===== src/rtl/load_balance_agent.sv =====
module load_balance_agent #(
  parameter int NUM   = 8,
  parameter int AW    = 6,
  parameter int MW    = 8,
  parameter int SW    = 3,
  parameter int FW    = 20,
  parameter int TW    = 12,
  parameter int DEF_T = 64,
  localparam int IW   = $clog2(NUM)
)(
  input  logic          clk,
  input  logic          rst_n,
  input  logic          cfg_we,
  input  logic [IW-1:0] cfg_idx,
  input  logic [AW-1:0] cfg_addr,
  input  logic [MW-1:0] cfg_hops,
  input  logic          par_we,
  input  logic [SW-1:0] par_load_sh,
  input  logic [SW-1:0] par_hop_sh,
  input  logic [TW-1:0] par_period,
  input  logic          rpt_valid,
  input  logic [IW-1:0] rpt_idx,
  input  logic [MW-1:0] rpt_avail,
  output logic          sel_done,
  output logic          no_dest,
  output logic [IW-1:0] dst_idx,
  output logic [AW-1:0] dst_addr
);

  logic [AW-1:0]   addr_q  [NUM];
  logic [MW-1:0]   hops_q  [NUM];
  logic [MW-1:0]   avail_q [NUM];
  logic [TW+1:0]   age_q   [NUM];
  logic [NUM-1:0]  live;

  logic [SW-1:0]   lsh_q, ksh_q;
  logic [TW-1:0]   per_q, cnt_q;
  logic [TW+1:0]   lim;
  logic            tick;

  logic            busy_q, acc_found_q;
  logic [IW-1:0]   sidx_q, acc_idx_q, win_idx;
  logic signed [FW-1:0] acc_fit_q, fit;
  logic [FW-1:0]   s_term, h_term;
  logic            better, found, last;

  always_ff @(posedge clk or negedge rst_n) begin
    if (!rst_n) begin
      for (int i = 0; i < NUM; i++) begin
        addr_q[i] <= '0;
        hops_q[i] <= '0;
      end
    end else if (cfg_we) begin
      addr_q[cfg_idx] <= cfg_addr;
      hops_q[cfg_idx] <= cfg_hops;
    end
  end

  always_ff @(posedge clk or negedge rst_n) begin
    if (!rst_n) begin
      lsh_q <= '0;
      ksh_q <= '0;
      per_q <= TW'(DEF_T);
    end else if (par_we) begin
      lsh_q <= par_load_sh;
      ksh_q <= par_hop_sh;
      per_q <= par_period;
    end
  end

  assign lim = {per_q, 2'b00};

  for (genvar g = 0; g < NUM; g++) begin : g_cand
    always_ff @(posedge clk or negedge rst_n) begin
      if (!rst_n) begin
        avail_q[g] <= '0;
        age_q[g]   <= '0;
      end else if (rpt_valid && rpt_idx == IW'(g)) begin
        avail_q[g] <= rpt_avail;
        age_q[g]   <= '0;
      end else if (age_q[g] < lim) begin
        age_q[g]   <= age_q[g] + 1'b1;
      end
    end
    assign live[g] = age_q[g] < lim;
  end

  assign tick = ({1'b0, cnt_q} + (TW+1)'(1)) >= {1'b0, per_q};

  always_ff @(posedge clk or negedge rst_n) begin
    if (!rst_n)    cnt_q <= '0;
    else if (tick) cnt_q <= '0;
    else           cnt_q <= cnt_q + 1'b1;
  end

  assign s_term  = FW'(avail_q[sidx_q]) << lsh_q;
  assign h_term  = FW'(hops_q[sidx_q]) << ksh_q;
  assign fit     = signed'(s_term - h_term);
  assign better  = live[sidx_q] && (!acc_found_q || fit > acc_fit_q);
  assign win_idx = better ? sidx_q : acc_idx_q;
  assign found   = acc_found_q || better;
  assign last    = sidx_q == IW'(NUM-1);

  always_ff @(posedge clk or negedge rst_n) begin
    if (!rst_n) begin
      busy_q      <= 1'b0;
      sidx_q      <= '0;
      acc_found_q <= 1'b0;
      acc_idx_q   <= '0;
      acc_fit_q   <= '0;
      sel_done    <= 1'b0;
      no_dest     <= 1'b1;
      dst_idx     <= '0;
      dst_addr    <= '0;
    end else begin
      sel_done <= 1'b0;
      if (!busy_q) begin
        if (tick) begin
          busy_q      <= 1'b1;
          sidx_q      <= '0;
          acc_found_q <= 1'b0;
        end
      end else begin
        if (better) begin
          acc_found_q <= 1'b1;
          acc_idx_q   <= sidx_q;
          acc_fit_q   <= fit;
        end
        if (last) begin
          busy_q   <= 1'b0;
          sel_done <= 1'b1;
          no_dest  <= !found;
          dst_idx  <= found ? win_idx : '0;
          dst_addr <= found ? addr_q[win_idx] : '0;
        end else begin
          sidx_q <= sidx_q + 1'b1;
        end
      end
    end
  end

endmodule


===== config.mk =====
export PLATFORM = sky130hd
export DESIGN_NAME = load_balance_agent
export DESIGN_NICKNAME = d
export VERILOG_FILES = /design/src/rtl/load_balance_agent.sv
export SDC_FILE = /design/constraint.sdc
export NUM_CORES = 1
export LEC_CHECK = 0
export CAP_MARGIN = 20
export CORE_ASPECT_RATIO = 0.5
export CORE_MARGIN = 2
export CORE_UTILIZATION = 31
export CTS_CLUSTER_SIZE = 12
export DETAILED_ROUTE_END_ITERATION = 8
export MAX_ROUTING_LAYER = met4
export PLACE_DENSITY_LB_ADDON = 0.12
export SYNTH_ARGS = -nofsm -noshare
export SYNTH_HDL_FRONTEND = slang
export SYNTH_SLANG_ARGS = --single-unit

===== constraint.sdc =====
create_clock -name clk -period 9.14 [get_ports clk]
set_input_delay 1.828 -clock clk [delete_from_list [all_inputs] [get_ports clk]]
set_output_delay 1.828 -clock clk [all_outputs]
set_load 0.005 [all_outputs]

==> metrics.cfg <==
[run_status]
status=completed

[layout]
final_cell_mix=dfrtp_1, mux2_2, nor2_1
layout.nets=2038
drive_above_1_share_pct=20.46
n_antenna_cell=0
design_area_sq_um=22650
layout_commonest_cell=dfrtp_1
syn_to_final_growth_pct=14.34
post-route-util_pct=35.89

[floorplan]
core.rowCount=65
die_h_um=182.8
core_area_sq_um=63110
start_util_pct=31.39
ios=62
die_area_sq_um=66060
die_width_um=361.5

[timing]
slew_viol_final=0
min_period_over_period_pct=86.81
rsz0062_at_grt=false
worst_slew_pin_slew_ps=1125
finClkSkew_ps=22.51
hold_viol_final=0
setup_viol=0
period_needed_ps=7935
slew_headroom_pct=25.00
finalSetupTns_ps=0
clock.fmax_mhz=126.0

[worst_setup_path]
crit_slowest_cell=dfrtp_2
critPathLaunchType=register
critPathRequiredTime_ps=9550
rr_worst_depth=29
crit_fanout=26
max_stage_delay_ps=940
setup.worst_path.start=sidx_q[0]
r2r_start=sidx_q[0]
worstSetupPathType=reg2reg
end_kind=register
arrival_ps=8340
crit_top_cell=o21ai_0

[min_path]
min_path_type=reg2reg
worstHoldStart=dst_idx[2]
min_path_cells=2

[clock_tree]
cts.clk_slew.worst_paths_ps=60
cts.repair.resized=0
numCtsBuffers=39
postCtsHoldBufs=0
clock_insertion_delay_worst_skew_ps=550
cts_max_path_buffers=3
htree_num_levels=2
clock_tree.root_cell=clkbuf_16
cts_tree=built
cts.sinks=357
post_cts.repair.setup_buffers=0

[detailed_routing]
dr_total_vias=13122
vias_per_cell=4.862
remaining_drc_errors=0
firstDrtPassIters=4
wl_per_cell_um=17.98
routed_wirelength_um=48530
postRouteAntennaNets=0
drt_iter0_markers=582

[synth]
synth_top_family_by_area=multiplexers
yosysWarnings=0
synth-main-ff-cell=dfrtp_1
async_flop_share_pct=100.0
synth_compound_area_share_pct=7.036
synth_xor_area_share_pct=4.996
synth_area_sq_um=19810
ys_seq_elements=357
syn_area_per_cell_sq_um=11.20
synth-edff-count=0
synthesis.instances=1768
seq_area_frac_synth_pct=45.11
muxShareOfSynthArea_pct=18.90
yosysUniqueCellTypes=75
synthSimpleGateAreaFrac_pct=12.34
synthAdderAreaFrac_pct=9.322
syn_nets=1966

[grt]
overflow=0
antenna_found_initial=0
grt_max_degree=141
grt_pass1_vias=13570
grt_pass1_wl_um=78810
track_usage_pct=15.54

[power]
leakage_nw=10.19
power_mw=6.946
irDropWorstVdd_mv=0.1869
powerDensity_nw_per_um2=306.7

[place]
placed_area_sq_um=21500
detailed_place_hpwl_um=32300
gp_congestion=0.7594
io_buffers=61

[job]
drv_cap=0

==> layout make-up <==
cell class / instances / area [sq um]
Multi-Input combinational cell: 1300 / 10470
Timing Repair Buffer: 89 / 845.8
Clock inverter: 7 / 46.29
Clock buffer: 56 / 1110
Sequential cell: 357 / 8939
Tap cell: 837 / 1047
Fill cell: 6348 / 40460
Inverter: 53 / 198.9
==> sequential cells by signal, indices dropped and copies added, names as in the netlist, 6 cells and up <==
register   flops
hops_q        64
dst_addr       6
addr_q        48
acc_fit_q     20
cnt_q         12
per_q         12
age_q        112
avail_q       64
==> through the flow <==
stage | hold slack [ps] | setup WS, ps | std cells
2_1_floorplan | 456.3 | 2138 | 1768
3_5_place_dp | 480.1 | 1182 | 2636
4_1_cts | 492.6 | 1144 | 2699
5_1_grt | 509.5 | 320.2 | 2699
6_report | 485.5 | 1205 | 2699
3_3_place_gp | 480.7 | 1382 | 2635
==> routing by layer <==
metal,track usage [%],vias up,part of all wire [%]
li1,-,6432,-
met1,20.56,6544,48
met2,25.83,103,48
met3,2.193,43,2.5
met4,2.583,0,1.2
met5,-,-,0
==> cells by family (layout without fill, tap and decap cells) <==
kind of cell,after synthesis,in the layout
adder cells (fa/ha/maj),147,147
multiplexers,301,301
flip-flops,357,357
AND/OR/NAND/NOR,522,522
AO/OA/AOI/OAI,217,217
buffers and inverters,111,205
XOR/XNOR,113,113
==> critical path, delay by kind of cell, from the launching register on <==
kind                     cells  cell delay (ps)
AO/OA/AOI/OAI               14             3120
adder cells (fa/ha/maj)      2              500
buffers and inverters        2              670
flip-flops                   1              940
multiplexers                 2              880
AND/OR/NAND/NOR              9             1640
==> power by group <==
group          switching [mW]  total (mW)  internal [mW]
Clock                   0.658        1.50          0.840
Combinational            1.56        3.10           1.53
Sequential              0.367        2.35           1.98
==> path summary, 6_finish.rpt <==
kind                            slack (ps)           to
worst max-delay path                  1210  dst_addr[5]
worst min-delay path                   490   dst_idx[2]
worst max register to register        1210  dst_addr[5]
worst min register to register         490   dst_idx[2]
max in group asynchronous             6460    sidx_q[0]
min in group asynchronous             1310   addr_q[10]
==> synth_stat cells (4+ instances only) <==
master	count	share of area, %
dfrtp_1	355	45
mux2_2	222	13
nor2_1	169	3.2
nand2_1	158	3.0
ha_1	146	9.2
xor2_1	73	3.2
o21ai_0	68	1.7
a21oi_1	66	1.7
inv_1	52	0.99
nand3_1	51	1.3
clkbuf_1	41	0.78
mux2i_1	40	2.0
xnor2_1	40	1.8
mux4_2	33	3.8
and3_1	25	0.79
nor2b_1	24	0.76
nand4_1	20	0.63
or3_1	16	0.51
a21o_1	15	0.57
nor3_1	12	0.30
nand2b_1	11	0.35
o211ai_1	10	0.38
buf_1	9	0.17
o21ai_1	8	0.20
and4_1	7	0.31
a222oi_1	6	0.30
nor3b_1	6	0.23
and2_1	5	0.16
a211o_1	4	0.18
a31oi_1	4	0.13
o21bai_1	4	0.15
Power figures use the tool's default switching activity.
